`src/rtl/gpio_port_pkg.sv`:
```
package gpio_port_pkg;
  typedef enum logic [1:0] {
    SEL_NONE = 2'd0,
    SEL_DATA = 2'd1,
    SEL_MODE = 2'd2
  } reg_sel_e;
endpackage

```
`src/rtl/gpio_pin_sync.sv`:
```
module gpio_pin_sync #(
  parameter int W     = 8,
  parameter int DEPTH = 2
) (
  input  logic         clk,
  input  logic         rst_n,
  input  logic [W-1:0] async_in,
  output logic [W-1:0] sync_out
);
  logic [W-1:0] stage [DEPTH];

  always_ff @(posedge clk) begin
    if (!rst_n) stage[0] <= '1;
    else        stage[0] <= async_in;
  end

  for (genvar s = 1; s < DEPTH; s++) begin : g_stage
    always_ff @(posedge clk) begin
      if (!rst_n) stage[s] <= '1;
      else        stage[s] <= stage[s-1];
    end
  end

  assign sync_out = stage[DEPTH-1];
endmodule

```
`src/rtl/gpio_port_regs.sv`:
```
module gpio_port_regs
  import gpio_port_pkg::*;
#(
  parameter int         W         = 8,
  parameter int         SELW      = $clog2(W),
  parameter logic [7:0] PAGE      = 8'h0F,
  parameter logic [7:0] DATA_ADDR = 8'h90,
  parameter logic [7:0] MODE_ADDR = 8'hA7
) (
  input  logic            clk,
  input  logic            rst_n,
  input  logic [7:0]      page,
  input  logic [7:0]      addr,
  input  logic            wr,
  input  logic [W-1:0]    wdata,
  input  logic            bit_wr,
  input  logic [SELW-1:0] bit_sel,
  input  logic            bit_val,
  output logic [W-1:0]    latch,
  output logic [W-1:0]    mode,
  output reg_sel_e        sel
);
  always_comb begin
    sel = SEL_NONE;
    if (page == PAGE) begin
      if (addr == DATA_ADDR)      sel = SEL_DATA;
      else if (addr == MODE_ADDR) sel = SEL_MODE;
    end
  end

  for (genvar i = 0; i < W; i++) begin : g_bit
    logic bit_hit;
    assign bit_hit = bit_wr && (bit_sel == SELW'(i));

    always_ff @(posedge clk) begin
      if (!rst_n) begin
        latch[i] <= 1'b1;
        mode[i]  <= 1'b0;
      end else begin
        if (sel == SEL_DATA) begin
          if (wr)           latch[i] <= wdata[i];
          else if (bit_hit) latch[i] <= bit_val;
        end
        if (sel == SEL_MODE) begin
          if (wr)           mode[i] <= wdata[i];
          else if (bit_hit) mode[i] <= bit_val;
        end
      end
    end
  end

  // off-page writes leave both registers alone
  a_r7_offpage_write_ignored: assert property (@(posedge clk) disable iff (!rst_n)
    ((wr || bit_wr) && page != PAGE) |=> ($stable(latch) && $stable(mode)));

  // a bit write flips at most one latch bit
  a_r10_bit_write_single: assert property (@(posedge clk) disable iff (!rst_n)
    (bit_wr && !wr) |=> ($countones(latch ^ $past(latch)) <= 1));

  // unmapped address changes nothing
  a_r11_unmapped_no_effect: assert property (@(posedge clk) disable iff (!rst_n)
    ((wr || bit_wr) && addr != DATA_ADDR && addr != MODE_ADDR)
      |=> ($stable(latch) && $stable(mode)));
endmodule

```
`src/rtl/gpio_pin_drive.sv`:
```
module gpio_pin_drive #(
  parameter int W = 8
) (
  input  logic         clk,
  input  logic         rst_n,
  input  logic [W-1:0] latch,
  input  logic [W-1:0] mode,
  input  logic         pullup_dis,
  output logic [W-1:0] pin_out,
  output logic [W-1:0] pin_oe,
  output logic [W-1:0] pullup_en
);
  for (genvar i = 0; i < W; i++) begin : g_pin
    always_comb begin
      pin_out[i]   = latch[i];
      pin_oe[i]    = mode[i] | ~latch[i];
      pullup_en[i] = ~pin_oe[i] & ~pullup_dis;
    end
  end

  // a driven pin never has the pull-up on
  a_r6_pullup_only_released: assert property (@(posedge clk) disable iff (!rst_n)
    (pullup_en & pin_oe) == '0);

  // an enabled open-drain pin only ever drives low
  a_r5_od_drives_low_only: assert property (@(posedge clk) disable iff (!rst_n)
    (pin_oe & ~mode & pin_out) == '0);
endmodule

```
`src/rtl/gpio_sfr_port.sv`:
```
module gpio_sfr_port
  import gpio_port_pkg::*;
#(
  parameter int         W         = 8,
  parameter int         SYNC      = 2,
  parameter logic [7:0] PAGE      = 8'h0F,
  parameter logic [7:0] DATA_ADDR = 8'h90,
  parameter logic [7:0] MODE_ADDR = 8'hA7,
  localparam int        SELW      = $clog2(W)
) (
  input  logic            clk,
  input  logic            rst_n,
  input  logic [7:0]      sfr_page,
  input  logic [7:0]      sfr_addr,
  input  logic            sfr_wr,
  input  logic [W-1:0]    sfr_wdata,
  input  logic            sfr_bit_wr,
  input  logic [SELW-1:0] sfr_bit_sel,
  input  logic            sfr_bit_val,
  input  logic            sfr_rd,
  input  logic            sfr_rmw,
  output logic [W-1:0]    rd_data,
  output logic            rd_valid,
  input  logic            pullup_dis,
  input  logic [W-1:0]    pin_in,
  output logic [W-1:0]    pin_out,
  output logic [W-1:0]    pin_oe,
  output logic [W-1:0]    pullup_en
);
  logic [W-1:0] latch;
  logic [W-1:0] mode;
  logic [W-1:0] pin_sync;
  reg_sel_e     sel;

  gpio_port_regs #(
    .W(W), .SELW(SELW), .PAGE(PAGE), .DATA_ADDR(DATA_ADDR), .MODE_ADDR(MODE_ADDR)
  ) u_regs (
    .clk(clk), .rst_n(rst_n), .page(sfr_page), .addr(sfr_addr),
    .wr(sfr_wr), .wdata(sfr_wdata), .bit_wr(sfr_bit_wr),
    .bit_sel(sfr_bit_sel), .bit_val(sfr_bit_val),
    .latch(latch), .mode(mode), .sel(sel)
  );

  gpio_pin_sync #(.W(W), .DEPTH(SYNC)) u_sync (
    .clk(clk), .rst_n(rst_n), .async_in(pin_in), .sync_out(pin_sync)
  );

  gpio_pin_drive #(.W(W)) u_drive (
    .clk(clk), .rst_n(rst_n), .latch(latch), .mode(mode),
    .pullup_dis(pullup_dis), .pin_out(pin_out), .pin_oe(pin_oe),
    .pullup_en(pullup_en)
  );

  always_ff @(posedge clk) begin
    if (!rst_n) begin
      rd_data  <= '0;
      rd_valid <= 1'b0;
    end else begin
      rd_data  <= '0;
      rd_valid <= 1'b0;
      if (sfr_rd) begin
        unique case (sel)
          SEL_DATA: begin
            rd_data  <= sfr_rmw ? latch : pin_sync;
            rd_valid <= 1'b1;
          end
          SEL_MODE: begin
            rd_data  <= mode;
            rd_valid <= 1'b1;
          end
          default: ;
        endcase
      end
    end
  end

  // read-modify-write read returns the latch
  a_r3_rmw_returns_latch: assert property (@(posedge clk) disable iff (!rst_n)
    (sfr_rd && sfr_rmw && sfr_page == PAGE && sfr_addr == DATA_ADDR)
      |=> (rd_valid && rd_data == $past(pin_out)));

  // off-page read is silent
  a_r7_offpage_read_silent: assert property (@(posedge clk) disable iff (!rst_n)
    (sfr_rd && sfr_page != PAGE) |=> (!rd_valid && rd_data == '0));

  // valid only follows a read strobe
  a_r2_valid_needs_read: assert property (@(posedge clk) disable iff (!rst_n)
    rd_valid |-> $past(sfr_rd));
endmodule

```
`config.mk`:
```
export PLATFORM = sky130hd
export DESIGN_NAME = gpio_sfr_port
export DESIGN_NICKNAME = d
export VERILOG_FILES = /design/src/rtl/gpio_port_pkg.sv /design/src/rtl/gpio_pin_sync.sv /design/src/rtl/gpio_port_regs.sv /design/src/rtl/gpio_pin_drive.sv /design/src/rtl/gpio_sfr_port.sv
export SDC_FILE = /design/constraint.sdc
export NUM_CORES = 1
export LEC_CHECK = 0
export BUFFER_PORTS_ARGS = -buffer_cell sky130_fd_sc_hd__buf_2
export CAP_MARGIN = 20
export CORE_ASPECT_RATIO = 0.75
export CORE_MARGIN = 2
export CORE_UTILIZATION = 30
export CTS_CLUSTER_DIAMETER = 50
export CTS_CLUSTER_SIZE = 28
export DETAILED_ROUTE_END_ITERATION = 8
export PLACE_DENSITY_LB_ADDON = 0.15
export SLEW_MARGIN = 20
export SYNTH_ARGS = -nofsm -noshare
export SYNTH_HDL_FRONTEND = slang
export SYNTH_SLANG_ARGS = --single-unit
```
`constraint.sdc`:
```
create_clock -name clk -period 2.6 [get_ports clk]
set_input_delay 0.26 -clock clk [delete_from_list [all_inputs] [get_ports clk]]
set_output_delay 0.26 -clock clk [all_outputs]
set_load 0.05 [all_outputs]
```
==> metrics.md <==
| Metric | Value |
|---|---|
| Data arrival time at the worst-slack endpoint | 2.08 ns |
| Status | finished, final reports clean |
| Hold endpoint | u_sync.stage[0][6] |
| Dpl hpwl | 3516 um |
| Count of boundary I/O pins | 76 |
| CTS Hold Bufs | 0 |
| Dominant cells by area after synthesis | dfxtp_1 44%, nand2b_1 8.4%, mux2i_1 8.1% |
| Avg Cell Area, Syn | 9.192 sq um |
| Post-cts repair resize count | 0 |
| Global-route wire length before repair | 7307 um |
| Origin of the worst min-delay path | pin_in[6] |
| Post-CTS Setup Inserts | 0 |
| Crit Path Class | in -> reg |
| RSZ-0062 raised after global routing | no |
| Primary FF master, synth | dfxtp_1 |
| Share of the cycle needed by the critical path after routing | 0.7122 |
| Root buffer selected by CTS | clkbuf_8 |
| Drt total wl | 4734 um |
| Cell with the largest stage delay on the worst path | or4b_1 |
| Area of the multi-input gates | 982.2 sq um |
| Peak supply drop | 0.2293 mV |
| WP data required | 2.83 ns |
| Fraction of final layout cells sized beyond drive strength 1 | 0.3574 |
| FF+latch count, synth | 41 |
| Max Clock Freq | 0.5400 GHz |
| Dominant delay contributor by cell family on the critical path | simple AND/OR/NAND/NOR gates |
| Critical-path maximum fanout | 9 |
| Largest incremental delay on the critical path | 0.53 ns |
| Global-route track usage on met3 | 0.03531 |
| Unique cell type count in the Yosys netlist | 31 |
| Max Cap Violations | 0 |
| Netlist area before placement | 1857 sq um |
| Count of mapped cells out of synthesis | 202 |
| Dominant cell by count in the synthesized netlist | dfxtp_1 |
| Final #Nets | 321 |
| Share of total power in sequential cells | 0.488 |
| Cell depth of the worst flop-to-flop path | 3 |
| Area share of the largest cell type after synthesis | 0.4420 |
| Gr ovfl total | 0 |
| Clock Skews | 0.002185 ns |
| Number of remaining DRC errors | 0 |
| Post-synth EDFFs | 0 |
| Core Area | 5886 sq um |
| Met2 usage in global routing | 0.2151 |
| Power per Cell Area | 541.7 nW/um^2 |
| Max Root-Sink Buffers | 2 |
| Worst slew slack as a fraction of its limit | 0.6175 |
| Final Max Slew Viols | 0 |
| Cell-internal power | 1.007 mW |
| IO buf count | 75 |
| Hold depth | 2 |
| Synthesized net count | 247 |
| Largest area contributor in the netlist | dfxtp_1 |
| H-tree levels | 2 |
| Die boundary width | 94.84 um |
| Sum of buffers and inverters on the critical path | 1 |
| Met1 usage | 0.2018 |
| Effective utilization at floorplan | 0.3155 |
| Routing layer with the top usage in global route | met2 |
| Inserted Diodes | 0 |
| Drt wl/cell | 13.34 um |
| Worst Setup Start Kind | input port |
| Number of warning messages in the yosys log | 0 |
| Hold Vio Cnt, Final | 0 |
| Number of antenna violations at the first check in global routing | 0 |
| 1st-pass router iterations | 6 |
| Total global-route track usage | 0.1418 |
| Post-route minimum period | 1.852 ns |
| Worst hold margin | 0.1374 ns |
| Drt initial violations | 83 |
| Worst-skew pair later-pin latency | 0.29 ns |
| Leakage | 1.155 nW |
| Vias in the first global route | 1498 |
| Clock sink total | 41 |
| Worst-Margin Slew | 0.5738 ns |
| Seq/Total Area, Yosys | 0.4420 |
| Routability-driven placement congestion ratio | 0.7522 |
| Antenna-violating nets left | 0 |
| CTS tree | done |
| Total number of placement rows | 24 |
| Reg-to-Reg End | rd_data[0] |
| Switching share of power | 0.2334 |
| Endpoint class of the critical path | register |
| Synth async-reset ratio | 0 |
| Cts bufs inserted | 5 |
| Worst reg2reg startpoint | u_regs.latch[0] |
| Post-synthesis to final-layout area growth | 30.66% |
| Area of the die | 6841 sq um |
| Worst min path class | in -> reg |
| Fill count | 636 |
| Largest net degree at the start of global routing | 30 |
| Minimum setup slack among reg-to-reg paths | 1.63 ns |
| Vertical die dimension | 72.13 um |
| Via count | 1635 |
| Sw Pwr | 0.3067 mW |
| Leading cell types by count after synthesis | 41 x dfxtp_1, 28 x nor2_1, 25 x nand2b_1, 15 x mux2i_1 |
| Reg clk slew, reported paths | 0.08 ns |
| Portion of total power attributed to combinational logic | 0.103 |
| Vias per inst | 4.606 |
| Setup violations, final | 0 |
| Final TNS setup | 0 ns |
| Area occupied by registers | 820.8 sq um |
| Cell breakdown of the critical path | buf_2, or4b_1, or3_1, ha_1, nand3b_1, nor2_1 |
| Share of power burned in the clock network | 0.410 |
## metal layers
layer,vias up,share of wire
li1,852,-
met4,0,0.0072
met1,725,0.50
met3,5,0.061
met5,-,0
met2,53,0.43
## cell usage in the layout (no fill, tap or decap), types with 6 or more instances in the layout
cell      synthesis  routed
mux2i_1          15      15
clkbuf_8          0       6
a22oi_1           8       8
nand2b_1         25      25
o21ai_0          14      14
dfxtp_1          41      41
buf_2             3      75
nor2_1           28      28
mux2_2           12      12
nand2_1          14      14
## per-stage QoR
step,instance area [sq um],total power [mW],instances,worst slack (ns),util
after floorplan,1857,0.7371,202,0.4620,-
after global placement,2306,0.7913,347,0.4586,0.3918
after detailed placement,2306,0.7915,347,0.3938,0.3918
after CTS,2426,1.326,355,0.7077,0.4122
after global routing,2426,1.366,355,0.5515,0.4122
final,2426,1.314,355,0.7482,0.4122
## cell type report
class | count | area share
Multi-Input combinational cell | 148 | 0.4048
Clock inverter | 2 | 0.01547
Clock buffer | 6 | 0.03404
Sequential cell | 41 | 0.3383
Tap cell | 78 | 0.04023
Timing Repair Buffer | 78 | 0.1640
Inverter | 2 | 0.003094
## worst register-to-register path, cell delays in order, from the launching register on
cell	delay, ns
dfxtp_1	0.34
mux2_2	0.27
a22oi_1	0.18
nor2_1	0.06
## cell families (layout without fill, tap and decap cells)
logic type | after synthesis | count (layout) | synth area share
buffers and inverters | 13 | 88 | 0.02897
adder cells (fa/ha/maj) | 2 | 2 | 0.01347
multiplexers | 27 | 27 | 0.1536
flip-flops | 41 | 41 | 0.4421
AND/OR/NAND/NOR | 89 | 89 | 0.2615
AO/OA/AOI/OAI | 30 | 30 | 0.1004
## state kept, by name (all words and copies together) (netlist names)
register	count
u_sync.stage	16
rd_data	8
u_regs.latch	8
u_regs.mode	8
rd_valid	1
## worst max path at each step
stage	start	to	slack, ns	depth (start not counted)
floorplan	u_regs.latch[7]	pullup_en[7]	0.46	2
global placement	sfr_page[5]	rd_data[2]	0.46	7
detailed placement	sfr_page[5]	rd_data[4]	0.39	7
CTS	sfr_page[5]	rd_data[0]	0.71	7
global route	sfr_page[5]	rd_data[3]	0.55	7
finish	sfr_addr[0]	rd_data[0]	0.75	6
## power groups by stage
stage / logic, mW / registers [mW] / clock network, mW
6_report: 0.135 / 0.641 / 0.538
5_1_grt: 0.148 / 0.642 / 0.576
4_1_cts: 0.136 / 0.641 / 0.549
3_5_place_dp: 0.136 / 0.656 / 0
3_3_place_gp: 0.135 / 0.656 / 0
2_1_floorplan: 0.0822 / 0.655 / 0
Note: power is estimated with default switching activity, not from simulation.
